`config.mk`:
```
export PLATFORM = sky130hd
export DESIGN_NAME = sd_init_seq
export DESIGN_NICKNAME = d
export VERILOG_FILES = /design/src/rtl/sd_init_pkg.sv /design/src/rtl/sd_init_retry.sv /design/src/rtl/sd_init_cmdsel.sv /design/src/rtl/sd_init_seq.sv
export SDC_FILE = /design/constraint.sdc
export NUM_CORES = 1
export LEC_CHECK = 0
export BUFFER_PORTS_ARGS = -buffer_cell sky130_fd_sc_hd__buf_2
export CAP_MARGIN = 20
export CORE_MARGIN = 5
export CORE_UTILIZATION = 35
export CTS_CLUSTER_DIAMETER = 60
export CTS_CLUSTER_SIZE = 30
export DETAILED_ROUTE_END_ITERATION = 10
export GPL_TIMING_DRIVEN = 0
export SETUP_SLACK_MARGIN = 0.2
export SYNTH_ARGS = -nofsm -noshare
export SYNTH_HDL_FRONTEND = slang
export SYNTH_SLANG_ARGS = --single-unit
```
`constraint.sdc`:
```
create_clock -name clk -period 1.98 [get_ports clk]
set_input_delay 0.198 -clock clk [delete_from_list [all_inputs] [get_ports clk]]
set_output_delay 0.198 -clock clk [all_outputs]
set_load 0.05 [all_outputs]
```
`src/rtl/sd_init_pkg.sv`:
```
package sd_init_pkg;

    typedef enum logic [3:0] {
        ST_IDLE, ST_PRE, ST_RESET, ST_IFCOND, ST_APP,
        ST_OPCOND, ST_OCR, ST_BLKLEN, ST_DONE, ST_FAIL
    } seq_state_e;

    localparam logic [1:0] TYPE_NONE = 2'd0;
    localparam logic [1:0] TYPE_V1   = 2'd1;
    localparam logic [1:0] TYPE_V2SC = 2'd2;
    localparam logic [1:0] TYPE_V2HC = 2'd3;

    localparam logic [5:0] IDX_RESET  = 6'd0;
    localparam logic [5:0] IDX_IFCOND = 6'd8;
    localparam logic [5:0] IDX_BLKLEN = 6'd16;
    localparam logic [5:0] IDX_OPCOND = 6'd41;
    localparam logic [5:0] IDX_APP    = 6'd55;
    localparam logic [5:0] IDX_OCR    = 6'd58;

    localparam logic [7:0] R1_IDLE         = 8'h01;
    localparam logic [7:0] R1_IDLE_ILLEGAL = 8'h05;
    localparam logic [7:0] R1_READY        = 8'h00;

endpackage

```
`src/rtl/sd_init_retry.sv`:
```
module sd_init_retry #(
    parameter int MAX_TRIES = 5000
) (
    input  logic clk,
    input  logic rst_n,
    input  logic clr,
    input  logic bump,
    output logic last
);
    localparam int CW = $clog2(MAX_TRIES + 1);

    logic [CW-1:0] cnt;

    always_ff @(posedge clk) begin
        if (!rst_n || clr) begin
            cnt <= '0;
        end else if (bump) begin
            cnt <= cnt + 1'b1;
        end
    end

    assign last = (cnt == CW'(MAX_TRIES - 1));

    AST_RETRY_BOUND: assert property (@(posedge clk) disable iff (!rst_n)
        cnt < CW'(MAX_TRIES));

endmodule

```
`src/rtl/sd_init_cmdsel.sv`:
```
module sd_init_cmdsel
    import sd_init_pkg::*;
#(
    parameter int PRE_BYTES = 16,
    parameter int BLK_LEN   = 512
) (
    input  seq_state_e  state,
    output logic        idle_clk,
    output logic [5:0]  idx,
    output logic [31:0] arg,
    output logic [7:0]  crc
);
    always_comb begin
        idle_clk = 1'b0;
        idx      = IDX_RESET;
        arg      = '0;
        crc      = 8'hFF;
        unique case (state)
            ST_PRE: begin
                idle_clk = 1'b1;
                arg      = 32'(PRE_BYTES);
            end
            ST_RESET:  crc = 8'h95;
            ST_IFCOND: begin
                idx = IDX_IFCOND;
                arg = 32'h0000_01AA;
                crc = 8'h87;
            end
            ST_APP:    idx = IDX_APP;
            ST_OPCOND: idx = IDX_OPCOND;
            ST_OCR:    idx = IDX_OCR;
            ST_BLKLEN: begin
                idx = IDX_BLKLEN;
                arg = 32'(BLK_LEN);
            end
            default: ;
        endcase
    end

endmodule

```
`src/rtl/sd_init_seq.sv`:
```
module sd_init_seq
    import sd_init_pkg::*;
#(
    parameter int MAX_TRIES = 5000,
    parameter int PRE_BYTES = 16,
    parameter int BLK_LEN   = 512
) (
    input  logic        clk,
    input  logic        rst_n,
    input  logic        start,
    output logic        cmd_valid,
    input  logic        cmd_ready,
    output logic        cmd_idle_clk,
    output logic [5:0]  cmd_idx,
    output logic [31:0] cmd_arg,
    output logic [7:0]  cmd_crc,
    input  logic        resp_valid,
    input  logic [7:0]  resp_r1,
    input  logic        resp_tout,
    output logic        clk_fast,
    output logic        done,
    output logic        error,
    output logic [1:0]  card_type
);
    seq_state_e state, state_n;
    logic       waiting, waiting_n;
    logic       ver2, ver2_n;
    logic [1:0] type_q, type_n;
    logic       fast_q, fast_n;
    logic       try_clr, try_bump, try_last;

    sd_init_retry #(.MAX_TRIES(MAX_TRIES)) u_retry (
        .clk   (clk),
        .rst_n (rst_n),
        .clr   (try_clr),
        .bump  (try_bump),
        .last  (try_last)
    );

    sd_init_cmdsel #(.PRE_BYTES(PRE_BYTES), .BLK_LEN(BLK_LEN)) u_cmdsel (
        .state    (state),
        .idle_clk (cmd_idle_clk),
        .idx      (cmd_idx),
        .arg      (cmd_arg),
        .crc      (cmd_crc)
    );

    // state register
    always_ff @(posedge clk) begin
        if (!rst_n) begin
            state   <= ST_IDLE;
            waiting <= 1'b0;
            ver2    <= 1'b0;
            type_q  <= TYPE_NONE;
            fast_q  <= 1'b0;
        end else begin
            state   <= state_n;
            waiting <= waiting_n;
            ver2    <= ver2_n;
            type_q  <= type_n;
            fast_q  <= fast_n;
        end
    end

    // next state
    always_comb begin
        state_n   = state;
        waiting_n = waiting;
        ver2_n    = ver2;
        type_n    = type_q;
        fast_n    = fast_q;
        try_clr   = 1'b0;
        try_bump  = 1'b0;
        unique case (state)
            ST_IDLE, ST_DONE, ST_FAIL: begin
                if (start) begin
                    state_n   = ST_PRE;
                    waiting_n = 1'b0;
                    type_n    = TYPE_NONE;
                    fast_n    = 1'b0;
                    try_clr   = 1'b1;
                end
            end
            default: begin
                if (!waiting) begin
                    if (cmd_ready) waiting_n = 1'b1;
                end else if (resp_valid) begin
                    waiting_n = 1'b0;
                    state_n   = ST_FAIL;
                    if (state == ST_PRE) begin
                        state_n = ST_RESET;
                    end else if (!resp_tout) begin
                        case (state)
                            ST_RESET:
                                if (resp_r1 == R1_IDLE) state_n = ST_IFCOND;
                            ST_IFCOND: begin
                                if (resp_r1 == R1_IDLE) begin
                                    ver2_n  = 1'b1;
                                    state_n = ST_APP;
                                end else if (resp_r1 == R1_IDLE_ILLEGAL) begin
                                    ver2_n  = 1'b0;
                                    state_n = ST_APP;
                                end
                            end
                            ST_APP: state_n = ST_OPCOND;
                            ST_OPCOND: begin
                                if (resp_r1 == R1_READY) begin
                                    state_n = ver2 ? ST_OCR : ST_BLKLEN;
                                end else if (!try_last) begin
                                    try_bump = 1'b1;
                                    state_n  = ST_APP;
                                end
                            end
                            ST_OCR: state_n = ST_BLKLEN;
                            ST_BLKLEN: begin
                                if (resp_r1 == R1_READY) begin
                                    state_n = ST_DONE;
                                    type_n  = ver2 ? TYPE_V2SC : TYPE_V1;
                                    fast_n  = 1'b1;
                                end
                            end
                            default: state_n = ST_FAIL;
                        endcase
                    end
                    if (state_n == ST_FAIL) type_n = TYPE_NONE;
                end
            end
        endcase
    end

    // outputs
    always_comb begin
        cmd_valid = 1'b0;
        done      = 1'b0;
        error     = 1'b0;
        unique case (state)
            ST_IDLE: ;
            ST_DONE: done = 1'b1;
            ST_FAIL: begin
                done  = 1'b1;
                error = 1'b1;
            end
            default: cmd_valid = !waiting;
        endcase
        card_type = type_q;
        clk_fast  = fast_q;
    end

    AST_FAST_AFTER_SUCCESS: assert property (@(posedge clk) disable iff (!rst_n)
        clk_fast |-> (done && !error));
    AST_FAIL_TYPE_ZERO: assert property (@(posedge clk) disable iff (!rst_n)
        error |-> (card_type == TYPE_NONE));
    AST_NO_REQ_WHEN_DONE: assert property (@(posedge clk) disable iff (!rst_n)
        done |-> !cmd_valid);
    AST_SUCCESS_NEEDS_READY: assert property (@(posedge clk) disable iff (!rst_n)
        ($rose(done) && !error) |-> ($past(resp_valid) && $past(resp_r1) == R1_READY
                                     && !$past(resp_tout)));
    AST_TYPE_KNOWN: assert property (@(posedge clk) disable iff (!rst_n)
        (done && !error) |-> (card_type == TYPE_V1 || card_type == TYPE_V2SC));

endmodule

```
==> results.ini, run 1 <==
[pwr]
powerDensity_nw_per_um2=449.6
p_leak_uw=0.001030
max-vdd-ir-drop_v=0.0003709

[clock_tree]
clk_pin_slew_ps=70
clock-root-buffer=clkbuf_8
cts.sinks=22
clkLatencyLatePin_ps=260
numCtsBuffers=3
cts_tree=yes
cts_max_path_buffers=2
htreeDepth=1
hold_buffers=0

[floorplanning]
die-area_um2=6160
die_w_um=78.49
rows=25
die_y_um=78.49
core_um2=4629
initial_core_util=0.3546
num_io_pins=67

[routing]
final_antenna_net_count=0
wire_per_inst_um=11.77
drtIter0Drc=64
drc=0
vias=1602
first_pass_iters=6
drt-vias-per-instance=4.698
wl_mm=4.015

[min_path]
min_from=resp_r1[2]
hold_path_class=in -> reg

[finish]
final_util=0.4997
diodes=0
final_common_cell=buf_4
nFillCells=477
nets=304
multi_input_area_um2=1181
drive_above_1_share=0.4286
areaGrowthSynthToFinish_pct=40.93
regArea_um2=451.7
layout_common_cells=42 x buf_4, 37 x buf_2, 28 x conb_1, 21 x nor2_1, 21 x nand2_1

[critical_path]
crit_end=card_type[0]
rr_worst_depth=7
timing.rr.end=card_type[0]
worstPathCellList=buf_6 -> and4bb_4 -> inv_8 -> o221a_4 -> o211a_4 -> o311ai_2 -> o31ai_1
critical_path_class=reg -> reg
critPathArrivalTime_ps=1920
r2r-start=state[3]
cp_max_fo=7
r2r_slack_ps=200
crit_path_top_delay_cell=and4bb_4
crit_required_ps=2120
end_kind=flip-flop
max_stage_delay_ps=430
cp-start-kind=flip-flop
crit_start=state[3]

[global_route]
grt_max_degree=12
antenna_found_initial=0
grt_pass1_wl_mm=6.499
grt-ovfl-total=0
grt_util_all_layers=0.1270
grt_pass1_vias=1446

[status]
outcome=finished clean

[sta]
rsz0062_at_grt=yes
hold_viol=0
min_period_ps=1779
max_freq_mhz=562.1
hold_slack_ps=274.9
final-max-slew-violation-count=0
timing.final.ws_setup_ps=200.9
fin_setup_tns_ps=0
finalCritPeriodShare=0.8986
finalClockSkew_ps=5.574
setup-violations-final=0

[synthesis]
ys_seq_area_frac=0.2683
synthArstFlopShare=0
synth_area_um2=1642
yosysWarnings=0
synth_edf_count=0
synth_area_per_cell_um2=7.635
ys_ff_latch=22
synth_cells=215
synth_ff_type=dfxtp_1
yosysUniqueCellTypes=47

[placed_design]
io_buffers=38
place_congestion=0.8560
place_hpwl_mm=3.129
detailedPlace.worstSlack_ps=109.0

[flow_run]
drv_cap=0

## worst max-delay path, delay by kind of cell (launching register included)
kind / cells / cell delay [ps]
compound gates: 4 / 740
simple gates: 1 / 430
buf+inv: 2 / 170
flops: 1 / 330
## through the flow
stage                     total power [uW]  area [um^2]  std cells
after global placement               766.9         2046        333
after CTS                             1044         2126        337
final                                 1040         2313        341
after detailed placement             766.9         2046        333
after global routing                  1092         2313        341
after floorplan                      719.3         1788        241
## layout make-up
| type | instances | share of cell area |
|---|---|---|
| Buffer | 40 | 0.1320 |
| Clock buffer | 3 | 0.01785 |
| Inverter | 6 | 0.01460 |
| Multi-Input combinational cell | 173 | 0.5105 |
| Sequential cell | 22 | 0.1952 |
| Tap cell | 54 | 0.02920 |
| Timing Repair Buffer | 43 | 0.1006 |
## routing by layer
metal / GRT usage / vias to the layer above / part of all wire
li1: - / 840 / -
met1: 0.1589 / 724 / 0.42
met2: 0.2235 / 36 / 0.52
met3: 0.02982 / 2 / 0.056
met4: 0.02273 / 0 / 0.0025
met5: 0 / - / 0
## cells in the mapped netlist, types with 2 or more instances
library cell	instances	area, um^2
a21oi_1	12	60.06
and2_1	3	18.77
and3_1	5	31.28
buf_2	2	10.01
buf_4	34	255.2
clkbuf_1	2	7.510
conb_1	2	7.510
dfxtp_1	22	440.4
inv_1	5	18.77
nand2_1	22	82.58
nand2b_1	4	25.02
nand3_1	11	55.05
nor2_1	23	86.33
nor2b_1	4	25.02
nor3_1	9	45.04
nor4_2	2	25.02
nor4bb_1	2	20.02
o211a_1	3	30.03
o21ai_0	6	30.03
o311ai_1	2	17.52
o31ai_1	3	22.52
or3_1	5	31.28
xnor2_1	6	52.55
xor2_1	3	26.28
## timing repair
action	4_1_cts	5_1_grt
endpoints found under the setup margin	23	26
buffers inserted	1	4
gates resized for setup	10	34
pin swaps	1	5
## state kept, by name (all words and copies together), names as in the netlist
signal	flops
card_type	2
clk_fast	1
state	4
u_retry.cnt	13
ver2	1
waiting	1
## report_power, final
part | total (uW) | internal, uW | switching, uW
logic | 317 | 83.8 | 233
registers | 455 | 446 | 9.50
clock network | 268 | 136 | 133
total | 1040 | 665 | 375
## kinds of logic after synthesis
group / share of synthesized area
AND/OR/NAND/NOR: 0.3331
buffers and inverters: 0.1890
AO/OA/AOI/OAI: 0.1433
flip-flops: 0.2683
XOR/XNOR: 0.04802
other: 0.004575
adder cells (fa/ha/maj): 0.007621
multiplexers: 0.006098
## worst min path at each step
stage               depth (start not counted)  slack (ps)        endpoint
floorplan                                   2         380            ver2
global placement                            2         460  u_retry.cnt[1]
detailed placement                          2         470        clk_fast
CTS                                         3         260            ver2
global route                                3         300            ver2
finish                                      3         270            ver2
Power figures use the tool's default switching activity.
==> run 2, diff against run 1 <==
--- a/config.mk
+++ b/config.mk
@@ -8,11 +8,12 @@
 export BUFFER_PORTS_ARGS = -buffer_cell sky130_fd_sc_hd__buf_2
 export CAP_MARGIN = 20
 export CORE_MARGIN = 5
-export CORE_UTILIZATION = 35
+export CORE_UTILIZATION = 48
 export CTS_CLUSTER_DIAMETER = 60
 export CTS_CLUSTER_SIZE = 30
 export DETAILED_ROUTE_END_ITERATION = 10
 export GPL_TIMING_DRIVEN = 0
+export PLACE_DENSITY = 0.8
 export SETUP_SLACK_MARGIN = 0.2
 export SYNTH_ARGS = -nofsm -noshare
 export SYNTH_HDL_FRONTEND = slang
==> run 2 against run 1 <==
Effect of this change:
- sequential share of layout area barely moved
- die area down 24%
- clock skew rose by 1.2 ps
- largest power group unchanged
- critical path type unchanged
- via count grew 2.5%
- first-iteration DRC count increased by 98%
- register-to-register slack got worse by 20 ps
==> results.ini, run 2 (same netlist as run 1, synthesis figures left out) <==
[pwr]
powerDensity_nw_per_um2=415.7  ; was 449.6 nW/um^2
p_total_uw=969.5  ; was 1040 uW
p_leak_uw=0.001016  ; was 0.001030 uW
max-vdd-ir-drop_v=0.0004660  ; was 0.0003709 V

[critical_path]
critical_path_class=reg -> reg  ; unchanged
r2r-start=state[3]  ; unchanged
end_kind=flip-flop  ; unchanged
crit_start=state[3]  ; unchanged
crit_required_ps=2170  ; was 2120 ps
critPathArrivalTime_ps=1990  ; was 1920 ps
worstPathCellList=buf_6 -> and4bb_4 -> inv_8 -> o221a_4 -> o211a_4 -> o311ai_4 -> o31ai_1  ; was buf_6 -> and4bb_4 -> inv_8 -> o221a_4 -> o211a_4 -> o311ai_2 -> o31ai_1
max_stage_delay_ps=430  ; about the same
cp-start-kind=flip-flop  ; unchanged
crit_path_top_delay_cell=and4bb_4  ; unchanged
cp_max_fo=7  ; unchanged

[floorplanning]
core_um2=3337  ; was 4629 um^2
initial_core_util=0.4919  ; was 0.3546
die_y_um=68.48  ; was 78.49 um
die_w_um=68.48  ; was 78.49 um
die-area_um2=4690  ; was 6160 um^2
rows=21  ; was 25
num_io_pins=67  ; unchanged

[routing]
drc=0  ; unchanged
vias=1642  ; was 1602
final_antenna_net_count=0  ; unchanged
first_pass_iters=4  ; was 6
wl_mm=4.226  ; was 4.015 mm
wire_per_inst_um=12.61  ; was 11.77 um
drt-vias-per-instance=4.901  ; was 4.698
drtIter0Drc=127  ; was 64

[finish]
layout_common_cells=42 x buf_4, 32 x buf_2, 28 x conb_1, 21 x nor2_1, 21 x nand2_1  ; was 42 x buf_4, 37 x buf_2, 28 x conb_1, 21 x nor2_1, 21 x nand2_1
areaGrowthSynthToFinish_pct=42.07  ; was 40.93%
diodes=0  ; unchanged
nets=306  ; was 304
final_common_cell=buf_4  ; unchanged
largest_register_ffs=13  ; unchanged
regArea_um2=454.2  ; was 451.7 um^2
nFillCells=265  ; was 477
multi_input_area_um2=1202  ; was 1181 um^2
regMostFlops=u_retry.cnt  ; unchanged
fin_cells=335  ; was 341
drive_above_1_share=0.4394  ; was 0.4286

[global_route]
grt_pass1_vias=1336  ; was 1446
grt_util_all_layers=0.1688  ; was 0.1270
grt-ovfl-total=0  ; unchanged
antenna_found_initial=0  ; unchanged
grt_pass1_wl_mm=6.113  ; was 6.499 mm
grt_max_degree=12  ; unchanged

[placed_design]
place_congestion=0.8390  ; was 0.8560
dpl.cell_count=325  ; was 333
place_hpwl_mm=2.944  ; was 3.129 mm
detailedPlace.worstSlack_ps=102.0  ; was 109.0 ps
io_buffers=38  ; unchanged

[sta]
finalClockSkew_ps=6.741  ; was 5.574 ps
min_period_ps=1801  ; was 1779 ps
max_freq_mhz=555.3  ; was 562.1 MHz
rsz0062_at_grt=yes  ; unchanged
hold_viol=0  ; unchanged
final-max-slew-violation-count=0  ; unchanged
timing.final.ws_setup_ps=179.1  ; was 200.9 ps
finalCritPeriodShare=0.9095  ; was 0.8986
fin_setup_tns_ps=0  ; unchanged
setup-violations-final=0  ; unchanged

[clock_tree]
clock-root-buffer=clkbuf_4  ; was clkbuf_8
clk_pin_slew_ps=110  ; was 70 ps
cts_max_path_buffers=2  ; unchanged
numCtsBuffers=3  ; unchanged
cts.sinks=22  ; unchanged
htreeDepth=1  ; unchanged
clkLatencyLatePin_ps=300  ; was 260 ps
hold_buffers=0  ; unchanged
cts_tree=yes  ; unchanged

[status]
outcome=finished clean  ; unchanged

[min_path]
hold_path_class=in -> reg  ; unchanged
min_from=resp_r1[2]  ; unchanged

[flow_run]
drv_cap=0  ; unchanged

-- run 2: cell count changes in the layout (fill, tap and decap cells not counted), sizes merged --
cell,change
nand4,+1
clkbuf,+4
buf,-3
-- run 2: final timing paths --
check	slack, ps	depth (start not counted)	to
max	180	7	card_type[1]
min	230	3	ver2
max reg2reg	180	7	card_type[1]
min reg2reg	490	2	card_type[0]
-- run 2: layer usage --
layer	track usage	vias up	wire, um
li1	-	842	-
met2	0.3063	41	2379
met3	0.03612	2	193
met1	0.2036	757	1641
met5	0	-	0
met4	0.02978	0	12
-- run 2: where the power goes --
part,switching (uW),internal (uW),leakage [uW]
registers,9.27,446,0.000182
clock network,122,70.9,0.0000138
logic,234,87.6,0.000821
total,365,604,0.00102
-- run 2: what timing repair did --
| action | CTS | global route |
|---|---|---|
| cloned | 0 | 1 |
| pin swaps | 1 | 4 |
| gates resized for setup | 16 | 38 |
| endpoints found under the setup margin | 28 | 29 |
| setup buffers | 0 | 6 |
| hold endpoints to repair | 0 | 0 |
-- run 2: area by class of cell --
cell class / instances / area share
sequential: 22 / 0.1947
inverter: 6 / 0.01448
buffer: 40 / 0.1293
clock buffer: 3 / 0.009657
multi-input combinational: 174 / 0.5156
timing repair buffer: 44 / 0.1116
tap: 46 / 0.02468
-- run 2: metrics by stage --
| stage | utilization | hold slack [ps] | cell area [um^2] |
|---|---|---|---|
| final | 0.6989 | 225.1 | 2332 |
| after global routing | 0.6989 | 238.3 | 2332 |
| after CTS | 0.6344 | 217.2 | 2117 |
| after detailed placement | 0.6100 | 470.9 | 2036 |
| after global placement | 0.6100 | 462.2 | 2036 |
| after floorplan | - | 384.0 | 1788 |
-- run 2: worst max-delay path, delay by kind of cell, from the launching register on --
kind / cells / cell delay, ps
compound gates: 4 / 750
buf+inv: 2 / 170
flops: 1 / 350
simple gates: 1 / 430
==> run 3, diff against run 2 <==
--- a/config.mk
+++ b/config.mk
@@ -7,7 +7,7 @@
 export LEC_CHECK = 0
 export BUFFER_PORTS_ARGS = -buffer_cell sky130_fd_sc_hd__buf_2
 export CAP_MARGIN = 20
-export CORE_MARGIN = 5
+export CORE_MARGIN = 1.5
 export CORE_UTILIZATION = 48
 export CTS_CLUSTER_DIAMETER = 60
 export CTS_CLUSTER_SIZE = 30
==> run 3 against run 2 <==
Effect of this change:
- clock power up 4%
- first-iteration DRC count down 31%
- highest routed layer unchanged
- non-clock buffer count unchanged
- largest power group unchanged
- sequential share of layout area up 0.090 points
- hold slack worse by 1.4 ps
- global-route usage up 1.6 points
- core utilization down 0.54 points
==> results.ini, run 3 (same netlist as run 1, synthesis figures left out) <==
[pwr]
p_total_uw=969.8  ; was 969.5 uW
p_leak_uw=0.001005  ; was 0.001016 uW
max-vdd-ir-drop_v=0.0004303  ; was 0.0004660 V
powerDensity_nw_per_um2=422.4  ; was 415.7 nW/um^2

[global_route]
grt_max_degree=12  ; unchanged
antenna_found_initial=0  ; unchanged
grt_pass1_wl_mm=5.257  ; was 6.113 mm
grt_util_all_layers=0.1847  ; was 0.1688
grt_pass1_vias=1236  ; was 1336
grt-ovfl-total=0  ; unchanged

[routing]
drc=0  ; unchanged
wl_mm=3.832  ; was 4.226 mm
drtIter0Drc=87  ; was 127
vias=1642  ; unchanged
drt-vias-per-instance=4.916  ; was 4.901
first_pass_iters=4  ; unchanged
final_antenna_net_count=0  ; unchanged
wire_per_inst_um=11.47  ; was 12.61 um

[clock_tree]
cts_tree=yes  ; unchanged
clk_pin_slew_ps=120  ; was 110 ps
hold_buffers=0  ; unchanged
clock-root-buffer=clkbuf_4  ; unchanged
htreeDepth=1  ; unchanged
cts.sinks=22  ; unchanged
numCtsBuffers=3  ; unchanged
cts_max_path_buffers=2  ; unchanged
clkLatencyLatePin_ps=310  ; was 300 ps

[critical_path]
crit_start=state[3]  ; unchanged
cp-start-kind=flip-flop  ; unchanged
cp_max_fo=7  ; unchanged
critPathArrivalTime_ps=2070  ; was 1990 ps
critical_path_class=reg -> reg  ; unchanged
r2r-start=state[3]  ; unchanged
r2r_slack_ps=170  ; was 180 ps
crit_required_ps=2240  ; was 2170 ps
crit_path_top_delay_cell=and4bb_4  ; unchanged
worstPathCellList=buf_6 -> and4bb_4 -> inv_8 -> o221a_4 -> and4_1 -> o21ai_1 -> o211a_1  ; was buf_6 -> and4bb_4 -> inv_8 -> o221a_4 -> o211a_4 -> o311ai_4 -> o31ai_1
max_stage_delay_ps=430  ; about the same
end_kind=flip-flop  ; unchanged

[sta]
final-max-slew-violation-count=0  ; unchanged
rsz0062_at_grt=yes  ; unchanged
setup-violations-final=0  ; unchanged
max_freq_mhz=551.1  ; was 555.3 MHz
finalClockSkew_ps=14.45  ; was 6.741 ps
finalCritPeriodShare=0.9165  ; was 0.9095
min_period_ps=1815  ; was 1801 ps
fin_setup_tns_ps=0  ; unchanged
hold_viol=0  ; unchanged
hold_slack_ps=223.6  ; was 225.1 ps

[finish]
layout_common_cells=42 x buf_4, 30 x buf_2, 28 x conb_1, 21 x nor2_1, 21 x nand2_1  ; was 42 x buf_4, 32 x buf_2, 28 x conb_1, 21 x nor2_1, 21 x nand2_1
fin_cells=334  ; was 335
nets=305  ; was 306
drive_above_1_share=0.4271  ; was 0.4394
final_common_cell=buf_4  ; unchanged
diodes=0  ; unchanged
areaGrowthSynthToFinish_pct=39.86  ; was 42.07%
largest_register_ffs=13  ; unchanged
regMostFlops=u_retry.cnt  ; unchanged

[placed_design]
dpl.cell_count=325  ; unchanged
io_buffers=38  ; unchanged
place_congestion=0.9377  ; was 0.8390
place_hpwl_mm=2.723  ; was 2.944 mm

[floorplanning]
core_um2=3311  ; was 3337 um^2
die-area_um2=3780  ; was 4690 um^2
num_io_pins=67  ; unchanged
die_w_um=61.48  ; was 68.48 um
die_y_um=61.48  ; was 68.48 um
rows=21  ; unchanged
initial_core_util=0.4958  ; was 0.4919

[status]
outcome=finished clean  ; unchanged

[flow_run]
drv_cap=0  ; unchanged

[min_path]
min_from=resp_r1[2]  ; unchanged
hold_path_class=in -> reg  ; unchanged

[run 3: cell types whose count changed in the layout (fill, tap and decap cells not counted), sizes merged]
cell    before  now
clkbuf       9    8
nand4        3    2
buf         78   79
[run 3: worst paths after layout]
check            endpoint  cells after the start
max reg2reg      state[0]                      7
max              state[0]                      7
min                  ver2                      3
min reg2reg  card_type[1]                      2
[run 3: repair_timing]
action                     CTS  global route
buffers inserted             0             6
setup endpoints to repair   28            27
resized for setup           14            42
pin swaps                    1             1
cloned                       0             0
[run 3: layer usage]
layer | GRT usage | vias to the layer above | wire length [um]
met3 | 0.04412 | 4 | 184
met5 | 0 | - | 0
met1 | 0.2133 | 745 | 1583
met4 | 0.04863 | 0 | 35
met2 | 0.3383 | 52 | 2028
li1 | - | 841 | -
[run 3: final cells by class]
| cell class | count | area (um^2) |
|---|---|---|
| Multi-Input combinational cell | 173 | 1151 |
| Fill cell | 283 | 1015 |
| Sequential cell | 22 | 449.2 |
| Buffer | 40 | 301.5 |
| Timing Repair Buffer | 44 | 280.3 |
| Tap cell | 46 | 57.56 |
| Inverter | 6 | 33.78 |
| Clock buffer | 3 | 22.52 |
[run 3: power by group]
group          switching, uW  internal, uW  leakage, uW
logic                    229          86.5     0.000811
registers               7.67           447     0.000180
clock network            129          71.0    0.0000138
[run 3: critical path: cells and delay by family (launching register included)]
kind                   cells  cell delay [ps]
AOI/OAI and AO/OA          3              630
buffers and inverters      2              160
DFF                        1              340
and+or+nand+nor            2              630
[run 3: per-stage QoR]
stage               area (um^2)    util  setup WS (ps)
floorplan                  1788       -          98.76
global placement           2036  0.6149          139.0
detailed placement         2036  0.6149          108.4
CTS                        2106  0.6361          200.7
global route               2296  0.6935          122.6
finish                     2296  0.6935          165.4
